### config.mk
export PLATFORM = sky130hd
export DESIGN_NAME = disk_addr_seq
export DESIGN_NICKNAME = d
export VERILOG_FILES = /design/src/rtl/disk_addr_seq.sv
export SDC_FILE = /design/constraint.sdc
export NUM_CORES = 1
export LEC_CHECK = 0
export ABC_AREA = 1
export ABC_CLOCK_PERIOD_IN_PS = 2200
export CORE_MARGIN = 1
export CORE_UTILIZATION = 54
export CTS_CLUSTER_SIZE = 14
export DETAILED_ROUTE_END_ITERATION = 12
export DONT_BUFFER_PORTS = 1
export GPL_ROUTABILITY_DRIVEN = 0
export PLACE_DENSITY = 0.69
export SLEW_MARGIN = 5
export SYNTH_ARGS = -nofsm -noshare
export SYNTH_HDL_FRONTEND = slang
export SYNTH_SLANG_ARGS = --single-unit
### constraint.sdc
create_clock -name clk -period 2.2 [get_ports clk]
set_clock_uncertainty 0.2 [all_clocks]
set_input_delay 0.33 -clock clk [delete_from_list [all_inputs] [get_ports clk]]
set_output_delay 0.33 -clock clk [all_outputs]
set_load 0.005 [all_outputs]
### src/rtl/disk_addr_seq.sv
module disk_addr_seq #(
  parameter int CW       = 8,
  parameter int HW       = 5,
  parameter int SW       = 4,
  parameter int CYL_MAX  = 202,
  parameter int HEAD_MAX = 19,
  parameter int SEC_MAX  = 9,
  localparam int BW      = CW + HW + SW
) (
  input  logic          clk,
  input  logic          rst_n,
  input  logic          clr,
  input  logic          load,
  input  logic [BW-1:0] load_data,
  input  logic          sector_end,
  input  logic          maint_step,
  input  logic          err_write,
  input  logic          err_parity,
  input  logic          err_wcheck,
  input  logic          err_timing,
  input  logic          fmt_mode,
  input  logic [2:0]    func,
  output logic [CW-1:0] cyl,
  output logic [HW-1:0] head,
  output logic [SW-1:0] sec,
  output logic          end_of_pack,
  output logic          bad_cyl,
  output logic          bad_head,
  output logic          bad_sec
);

  localparam logic [CW-1:0] C_TOP = CW'(CYL_MAX);
  localparam logic [HW-1:0] H_TOP = HW'(HEAD_MAX);
  localparam logic [SW-1:0] S_TOP = SW'(SEC_MAX);
  localparam logic [SW-1:0] S_PRE = SW'(SEC_MAX - 1);

  logic any_err, step, whole_trk, head_step, cyl_step, pack_wrap;

  assign any_err   = err_write | err_parity | err_wcheck | err_timing;
  assign step      = maint_step | (sector_end & ~any_err & ~fmt_mode);
  assign whole_trk = (func == 3'd3) || (func == 3'd4);
  assign head_step = step & (whole_trk ? (sec == S_PRE) : (sec == S_TOP));
  assign cyl_step  = head_step & (head == H_TOP);
  assign pack_wrap = cyl_step & (cyl == C_TOP);

  assign bad_cyl  = cyl  > C_TOP;
  assign bad_head = head > H_TOP;
  assign bad_sec  = sec  > S_TOP;

  always_ff @(posedge clk or negedge rst_n) begin
    if (!rst_n) begin
      cyl <= '0; head <= '0; sec <= '0; end_of_pack <= 1'b0;
    end else if (clr) begin
      cyl <= '0; head <= '0; sec <= '0; end_of_pack <= 1'b0;
    end else if (load) begin
      {cyl, head, sec} <= load_data;
      end_of_pack <= 1'b0;
    end else begin
      if (step)      sec  <= (sec == S_TOP)  ? '0 : sec + 1'b1;
      if (head_step) head <= (head == H_TOP) ? '0 : head + 1'b1;
      if (cyl_step)  cyl  <= (cyl == C_TOP)  ? '0 : cyl + 1'b1;
      if (pack_wrap) end_of_pack <= 1'b1;
    end
  end

  AST_SEC_WRAP: assert property (@(posedge clk) disable iff (!rst_n)
    (!clr && !load && maint_step && sec == S_TOP) |=> (sec == '0));

  AST_HOLD_BLOCKED: assert property (@(posedge clk) disable iff (!rst_n)
    (!clr && !load && !maint_step && (fmt_mode || any_err))
      |=> ($stable(sec) && $stable(head) && $stable(cyl)));

  AST_HEAD_IDLE: assert property (@(posedge clk) disable iff (!rst_n)
    (!clr && !load && !maint_step && !sector_end) |=> $stable(head));

  AST_EOP_STICKY: assert property (@(posedge clk) disable iff (!rst_n)
    (end_of_pack && !clr && !load) |=> end_of_pack);

  AST_CLR_ZERO: assert property (@(posedge clk) disable iff (!rst_n)
    clr |=> (cyl == '0 && head == '0 && sec == '0 && !end_of_pack));

endmodule

==> impl_metrics.ini, run 1 <==
[synthesis]
syn_inst = 203
synth.cell_area_um2 = 1390
ys_seq_area_frac = 0.323
ys_types = 28
ys.warnings.count = 0
synth-seq-cells = 18
synth_edf_count = 0
avgSynthCellArea_um2 = 6.87
syn_nets = 237
async_reset_ff_frac = 1.00
synth_ff_type = dfrtp_1

[power_and_ir_drop]
seq_power_share = 0.557
power_switching_mw = 0.245
power.total_mw = 0.723
clkPwrFrac = 0.232
power.leakage_nw = 0.715
p_int_mw = 0.478
peakVddDrop_mv = 0.383
cellPowerDensity_nw_per_um2 = 497
pwr-share-comb = 0.211
swShare = 0.339

[status]
status = finished clean

[clock_network]
htree_levels = 1
cts_tree = built
clk_latency_ns = 0.30
cts_root_buf = clkbuf_4
cts_setup_buffers = 0
clkTransAtPathRegs_ns = 0.11
cts_max_path_buffers = 2
cts-buffers-inserted = 3
cts.sinks = 18

[hold_path]
hp-class = in -> reg

[placement]
dp.final_hpwl_um = 2520
port_buffers = 0

[die]
start_util = 0.568
io_pins = 52
die_w_um = 52.8
fp.dieH_um = 52.8
row_count = 18
die_area_um2 = 2790
core_um2 = 2450

[worst_setup_path]
critPathArrivalTime_ns = 1.55
worstSetupEndpointType = output pin
cp.required_ns = 1.67
cpLargestDelayFamily = flip-flops
worstSetupPathType = reg -> out
crit_fanout = 6
reg2reg_slack_ns = 0.44
critPathBufInv = 1
crit_chain = ha_1 -> nand4_2 -> inv_1 -> a311oi_1
cpMaxStageDelayCell = dfrtp_1
critPathMaxStageDelay_ns = 0.46
crit_path_start_kind = register

[timing]
hold_ws_ns = 0.00457
grt_setup_unrepaired = false
fin_crit_ns = 2.08
setup_viol = 0
finalCritPeriodShare = 0.945
hold_viol_final = 0
slew_viol_final = 0
fmax_mhz = 481
slew_headroom = 0.434
fin_setup_tns_ns = 0
worstMarginPinSlew_ns = 0.846

[detailed_routing]
drc = 0
viasPerCell = 5.72
wl_per_cell_um = 14.1
drt_wl_total_um = 3310
drt_iter0_drc = 26
vias = 1339
ant_nets = 0
firstDrtPassIters = 4

[layout]
fin_util = 0.592
drive_gt1_frac = 0.0931
area_growth_pct = 4.31
finish.net_count = 240
antenna_cells = 0

[run]
maxCapViolCount = 0

[global_routing]
grt_use_total = 0.256
grt_pass1_vias = 1175
antenna_found_initial = 0
overflow = 0
grt_start_max_net_pins = 21
grt_pass1_wl_um = 5180
-- logic make-up after synthesis --
group / after synthesis / synth area share
AOI/OAI and AO/OA: 33 / 0.132
xor gates and xnor gates: 6 / 0.0377
adders and majority gates: 3 / 0.0269
buffers and inverters: 28 / 0.0790
DFF: 18 / 0.323
and+or+nand+nor: 115 / 0.401
-- worst reg2reg max path, delay by kind of cell (launching register included) --
| family | cells | cell delay (ns) |
|---|---|---|
| adders and majority gates | 1 | 0.25 |
| and+or+nand+nor | 5 | 0.69 |
| DFF | 1 | 0.46 |
| buffers and inverters | 1 | 0.12 |
-- metal layers --
metal,vias to the layer above,share of wire,wire length [um],global-route usage
met2,47,0.49,1630,0.426
li1,667,-,-,-
met4,0,0.013,44,0.0746
met3,7,0.075,248,0.0638
met1,618,0.42,1380,0.322
met5,-,0,0,0
-- per-stage QoR --
step | instance area [um2] | std cells | setup WS [ns]
3_3_place_gp | 1410 | 229 | 0.482
5_1_grt | 1450 | 234 | 0.0190
3_5_place_dp | 1410 | 229 | 0.462
6_report | 1450 | 234 | 0.121
2_1_floorplan | 1390 | 203 | 0.556
4_1_cts | 1450 | 234 | 0.117
-- cells in the final DEF (no fill, tap or decap), types with 2 or more instances in the layout --
cell type	n
clkbuf_4	3
nand4_1	3
nor2_4	5
o21ai_0	15
nand2_1	66
nor2_1	10
dfrtp_1	18
o21bai_1	2
nand3_1	21
xor2_1	5
nand2_2	3
a21oi_1	9
nand3_2	2
ha_1	3
inv_1	22
dlygate4sd3_1	2
o22ai_1	3
-- Yosys cell counts (2+ instances only) --
library cell   n  area share
a21oi_1        9       0.032
buf_2          4       0.014
dfrtp_1       18        0.32
ha_1           3       0.027
inv_1         22       0.059
nand2_1       66        0.18
nand2_2        3       0.013
nand3_1       21       0.075
nand3_2        2       0.014
nand4_1        3       0.013
nor2_1        10       0.027
nor2_4         5       0.040
o21ai_0       15       0.054
o21bai_1       2       0.011
o22ai_1        3       0.013
xor2_1         5       0.031
-- power groups by stage --
stage | clock, mW | combinational [mW] | sequential (mW)
after detailed placement | 0 | 0.142 | 0.409
after floorplan | 0 | 0.129 | 0.396
after global placement | 0 | 0.136 | 0.407
after global routing | 0.192 | 0.175 | 0.408
after CTS | 0.173 | 0.154 | 0.402
final | 0.168 | 0.153 | 0.403
-- flip-flops by register name (all words and copies together) (netlist names) --
| register | cells |
|---|---|
| end_of_pack | 1 |
| head | 5 |
| sec | 4 |
| cyl | 8 |
-- final timing paths --
check	from	depth (start not counted)	endpoint
max in group asynchronous	rst_n	1	cyl[7]
worst min register to register	end_of_pack	2	end_of_pack
worst min-delay path	clr	3	cyl[5]
worst max register to register	head[0]	7	cyl[7]
min in group asynchronous	rst_n	1	sec[2]
worst max-delay path	head[0]	4	bad_head
-- area by class of cell --
type	count	area [um2]
clock buffers	3	22.5
well taps	30	37.5
repair buffers	2	20.0
multi-input cells	157	833
inverters	24	90.1
flip-flops and latches	18	450
fillers	254	1000
-- repair_timing --
action | CTS | global route
hold endpoints to repair | 23 | 0
gates resized for setup | 0 | 0
hold buffers | 2 | 0
Note: power is estimated with default switching activity, not from simulation.
==> inputs of run 2 (changes only) <==
--- a/config.mk
+++ b/config.mk
@@ -7,6 +7,7 @@
 export LEC_CHECK = 0
 export ABC_AREA = 1
 export ABC_CLOCK_PERIOD_IN_PS = 2200
+export CORE_ASPECT_RATIO = 0.75
 export CORE_MARGIN = 1
 export CORE_UTILIZATION = 54
 export CTS_CLUSTER_SIZE = 14
==> run 2 against run 1 <==
Net effect:
- sequential power about the same
- via count down 0.97%
- critical path depth unchanged
- die area about the same
- worst setup slack better by 0.012 ns
- critical endpoint unchanged
- largest power group unchanged
- highest routed layer unchanged
- count of clock-buffer cells in the layout unchanged
==> impl_metrics.ini, run 2 (same netlist as run 1, synthesis figures left out) <==
[detailed_routing]
drt-met1-wl_um = 1430
vias = 1326
drc = 0
wl_met3_um = 252
wl_per_cell_um = 13.1
ant_nets = 0
drt_wl_total_um = 3140
drt_iter0_drc = 67
viasPerCell = 5.53
firstDrtPassIters = 4
wl_met2_um = 1450
top_layer_used = met4

[timing]
hold_viol_final = 0
fin_setup_tns_ns = 0
fin_crit_ns = 2.07
setup_viol = 0
grt_setup_unrepaired = false
fmax_mhz = 484
hold_ws_ns = 0.0194
worstMarginPinSlew_ns = 0.815
finalCritPeriodShare = 0.940
slew_viol_final = 0
slew_headroom = 0.455

[layout]
final_cell_mix = nand2_1, inv_1, nand3_1
finalNonFillerCells = 240
finish.net_count = 242
largest_reg_flops = 8
largest_register = cyl
fillCellCount = 230
seqCellArea_um2 = 450
reg_top3 = cyl x8, head x5, sec x4
drive_gt1_frac = 0.0922
multi_input_area_um2 = 833
antenna_cells = 0
layout_commonest_cell = nand2_1
area_growth_pct = 6.10

[clock_network]
clk_latency_ns = 0.29
cts_max_path_buffers = 2
cts.repair.resized = 0
htree_levels = 1
clkTransAtPathRegs_ns = 0.10
cts_tree = built
cts.sinks = 18
cts-buffers-inserted = 3
cts_root_buf = clkbuf_4

[worst_setup_path]
crit_fanout = 6
worstSetupEndpointType = output pin
worstSetupPathType = reg -> out
critPathArrivalTime_ns = 1.54
crit_path_start_kind = register
cp.required_ns = 1.67

[die]
core_um2 = 2360
row_count = 15
start_util = 0.589
die_w_um = 60.7
die_area_um2 = 2790
fp.dieH_um = 46
io_pins = 52

[global_routing]
grt_start_max_net_pins = 21
grt_pass1_vias = 1155
grt_use_total = 0.248
overflow = 0
grt_pass1_wl_um = 5080
antenna_found_initial = 0

[status]
status = finished clean

[placement]
port_buffers = 0
dp.final_hpwl_um = 2440
numPlacedInstances = 233

[power_and_ir_drop]
power.leakage_nw = 0.723
peakVddDrop_mv = 0.260
power.total_mw = 0.723
cellPowerDensity_nw_per_um2 = 489

[run]
maxCapViolCount = 0

[hold_path]
hp-class = in -> reg
run 2: cell count changes in the layout (fill, tap and decap cells not counted):
cell / previous run / this run
dlygate4sd3_1: 2 / 4
run 2: layout make-up:
type / instances / share of cell area
Multi-Input combinational cell: 157 / 0.563
Tap cell: 34 / 0.0288
Sequential cell: 18 / 0.305
Clock buffer: 3 / 0.0152
Timing Repair Buffer: 4 / 0.0271
Inverter: 24 / 0.0609
run 2: what timing repair did:
| action | 4_1_cts | 5_1_grt |
|---|---|---|
| hold buffers | 2 | 2 |
| hold endpoints to repair | 23 | 1 |
| buffers inserted | 0 | 0 |
run 2: per-stage QoR:
stage          instance area (um2)  worst slack (ns)   util
3_3_place_gp                  1420             0.484  0.599
2_1_floorplan                 1390             0.556      -
3_5_place_dp                  1420             0.445  0.599
5_1_grt                       1480            0.0593  0.625
4_1_cts                       1460             0.107  0.617
6_report                      1480             0.133  0.625
run 2: worst paths after layout:
kind | start | end | slack [ns] | cells after the start
max | head[0] | bad_head | 0.13 | 4
min | clr | cyl[5] | 0.02 | 3
max reg2reg | sec[0] | sec[1] | 0.37 | 6
min reg2reg | end_of_pack | end_of_pack | 0.38 | 2
max in group asynchronous | rst_n | cyl[2] | 0.93 | 1
min in group asynchronous | rst_n | sec[2] | 0.36 | 1
run 2: critical path, cell delays in order, from the launching register on:
cell      delay [ns]
dfrtp_1         0.45
ha_1            0.27
nand4_2         0.17
inv_1           0.07
a311oi_1        0.28
run 2: metal layers:
layer / vias to the layer above / global-route usage
met4: 0 / 0.0409
li1: 670 / -
met5: - / 0
met1: 606 / 0.337
met2: 48 / 0.391
met3: 2 / 0.0824
run 2: report_power, final:
part | internal [mW] | switching, mW
Sequential | 0.356 | 0.0450
Clock | 0.0638 | 0.101
Combinational | 0.0615 | 0.0950
==> inputs of run 3 (changes only) <==
--- a/config.mk
+++ b/config.mk
@@ -5,7 +5,7 @@
 export SDC_FILE = /design/constraint.sdc
 export NUM_CORES = 1
 export LEC_CHECK = 0
-export ABC_AREA = 1
+export ABC_AREA = 0
 export ABC_CLOCK_PERIOD_IN_PS = 2200
 export CORE_ASPECT_RATIO = 0.75
 export CORE_MARGIN = 1
==> run 3 against run 2 <==
Net effect:
- first-iteration DRC count rose by 37%
- hold slack lost 0.014 ns
- flip-flop and latch count unchanged
- clock power grew 3%
- power rose by 0.25%
==> impl_metrics.ini, run 3 <==
[clock_network]
htree_levels = 1
cts-buffers-inserted = 3
cts_root_buf = clkbuf_4
clk_latency_ns = 0.29
cts_tree = built
clkTransAtPathRegs_ns = 0.10
cts_max_path_buffers = 2
cts.sinks = 18

[synthesis]
ys_seq_area_frac = 0.351
synth-seq-cells = 18
avgSynthCellArea_um2 = 8.34
synth.top_cell.area_share = 0.351
yosysMostFrequentCell = dfrtp_1
synth_ff_type = dfrtp_1
ys_types = 45
syn_inst = 154
ys.warnings.count = 0
synth_edf_count = 0
synth_top_cell_by_area = dfrtp_1
synth.cell_area_um2 = 1280
syn_nets = 188
synth_commonest_cells = dfrtp_1, nand2_1, nor2_1, nand3_1, a21oi_1
async_reset_ff_frac = 1.00
synthTopCellsByArea = dfrtp_1, nand2_1, nand3_1, nor2_1, a21oi_1

[placement]
numPlacedInstances = 194
dp.final_hpwl_um = 2490
port_buffers = 0
preCtsSetupSlack_ns = 0.0666

[layout]
largest_register = cyl
final_cell_mix = dfrtp_1, nand2_1, buf_4
largest_reg_flops = 8
finalNonFillerCells = 210
finish.net_count = 214
seqCellArea_um2 = 452
antenna_cells = 0
drive_gt1_frac = 0.169
reg_top3 = cyl x8, head x5, sec x4
multi_input_area_um2 = 818
fillCellCount = 169
area_growth_pct = 23.3
layout_commonest_cell = dfrtp_1

[timing]
slew_headroom = 0.413
grt_setup_unrepaired = true
setup_viol = 0
hold_viol_final = 0
finalCritPeriodShare = 0.969
slew_viol_final = 0
setup_slack_ns = 0.0680
fmax_mhz = 469
fin_crit_ns = 2.13
worstMarginPinSlew_ns = 0.877
fin_setup_tns_ns = 0

[worst_setup_path]
crit_fanout = 4
reg2reg_to = cyl[0]
startpoint = err_parity
cp.required_ns = 2.24
rr_worst_depth = 6
reg2reg_from = head[1]
crit_path_start_kind = primary input
cp-endpoint = sec[1]
worstSetupEndpointType = register
reg2reg_slack_ns = 0.08
critPathArrivalTime_ns = 2.17
worstSetupPathType = in -> reg

[die]
row_count = 14
die_area_um2 = 2580
fp.dieH_um = 44.2
die_w_um = 58.3
core_um2 = 2120
start_util = 0.606
io_pins = 52

[global_routing]
grt_pass1_wl_um = 5880
grt_use_met2 = 0.469
overflow = 0
grt_start_max_net_pins = 19
grt_pass1_vias = 1208
met3_usage = 0.0731
antenna_found_initial = 0
gr-usage-met1 = 0.441
top_usage_layer = met2
grt_use_total = 0.304

[detailed_routing]
firstDrtPassIters = 4
wl_per_cell_um = 17.6
drc = 0
drt_wl_total_um = 3700
vias = 1361
ant_nets = 0
viasPerCell = 6.48
drt_iter0_drc = 92

[power_and_ir_drop]
peakVddDrop_mv = 0.290
cellPowerDensity_nw_per_um2 = 457
power.leakage_nw = 0.610

[run]
maxCapViolCount = 0

[status]
status = finished clean

[hold_path]
hp-class = in -> reg
-- run 3: cell types whose count changed in the layout (fill, tap and decap cells not counted), moves of 6 or more --
cell / delta
nand2_1: -51
inv_1: -15
buf_4: +14
nand3_1: -11
o21ai_0: -9
dlygate4sd3_1: +8
nor3_1: +6
-- run 3: kinds of logic (layout without fill, tap and decap cells) --
logic type	after synthesis	in the layout	synth area share
AOI/OAI and AO/OA	48	48	0.273
buffers and inverters	12	36	0.0351
xor gates and xnor gates	4	4	0.0273
adders and majority gates	3	3	0.0292
DFF	18	18	0.351
and+or+nand+nor	69	69	0.285
-- run 3: worst max-delay path, cell delays in order --
cell           delay, ns
nor4_2              0.29
a31o_2              0.24
nand2_1             0.10
or3_1               0.37
a311oi_2            0.24
dlygate4sd3_1       0.59
-- run 3: where the power goes --
| group | switching, mW | internal [mW] |
|---|---|---|
| clock network | 0.106 | 0.0638 |
| logic | 0.0929 | 0.0818 |
| registers | 0.0281 | 0.352 |
| total | 0.227 | 0.498 |
-- run 3: stage by stage --
step	instance area [um2]	util	hold slack (ns)	total power [mW]
floorplan	1280	-	-0.166	0.483
global placement	1400	0.662	-0.165	0.517
detailed placement	1400	0.662	-0.165	0.522
CTS	1550	0.730	0.00405	0.719
global route	1580	0.747	0.0245	0.765
finish	1580	0.747	0.00526	0.725
-- run 3: timing repair --
item,CTS,global route
hold buffers,12,0
endpoints found under the hold margin,36,0
endpoints found under the setup margin,0,5
resized for setup,0,7
buffers inserted,0,1
-- run 3: worst min path at each step --
stage / startpoint / to / slack [ns] / cells after the start
floorplan: rst_n / cyl[0] / -0.17 / 0
global placement: rst_n / cyl[5] / -0.17 / 0
detailed placement: rst_n / cyl[5] / -0.17 / 0
CTS: load_data[13] / cyl[4] / 0.004 / 2
global route: load_data[13] / cyl[4] / 0.02 / 2
finish: load_data[13] / cyl[4] / 0.005 / 2
-- run 3: cell type report --
cell class                      instances  area share
Multi-Input combinational cell        124       0.517
Sequential cell                        18       0.285
Timing Repair Buffer                   26       0.142
Tap cell                               32      0.0253
Inverter                                7      0.0166
Clock buffer                            3      0.0142
-- run 3: layer usage --
metal,share of wire,wire (um)
met1,0.44,1620
met2,0.46,1710
met3,0.090,332
met4,0.010,37
met5,0,0
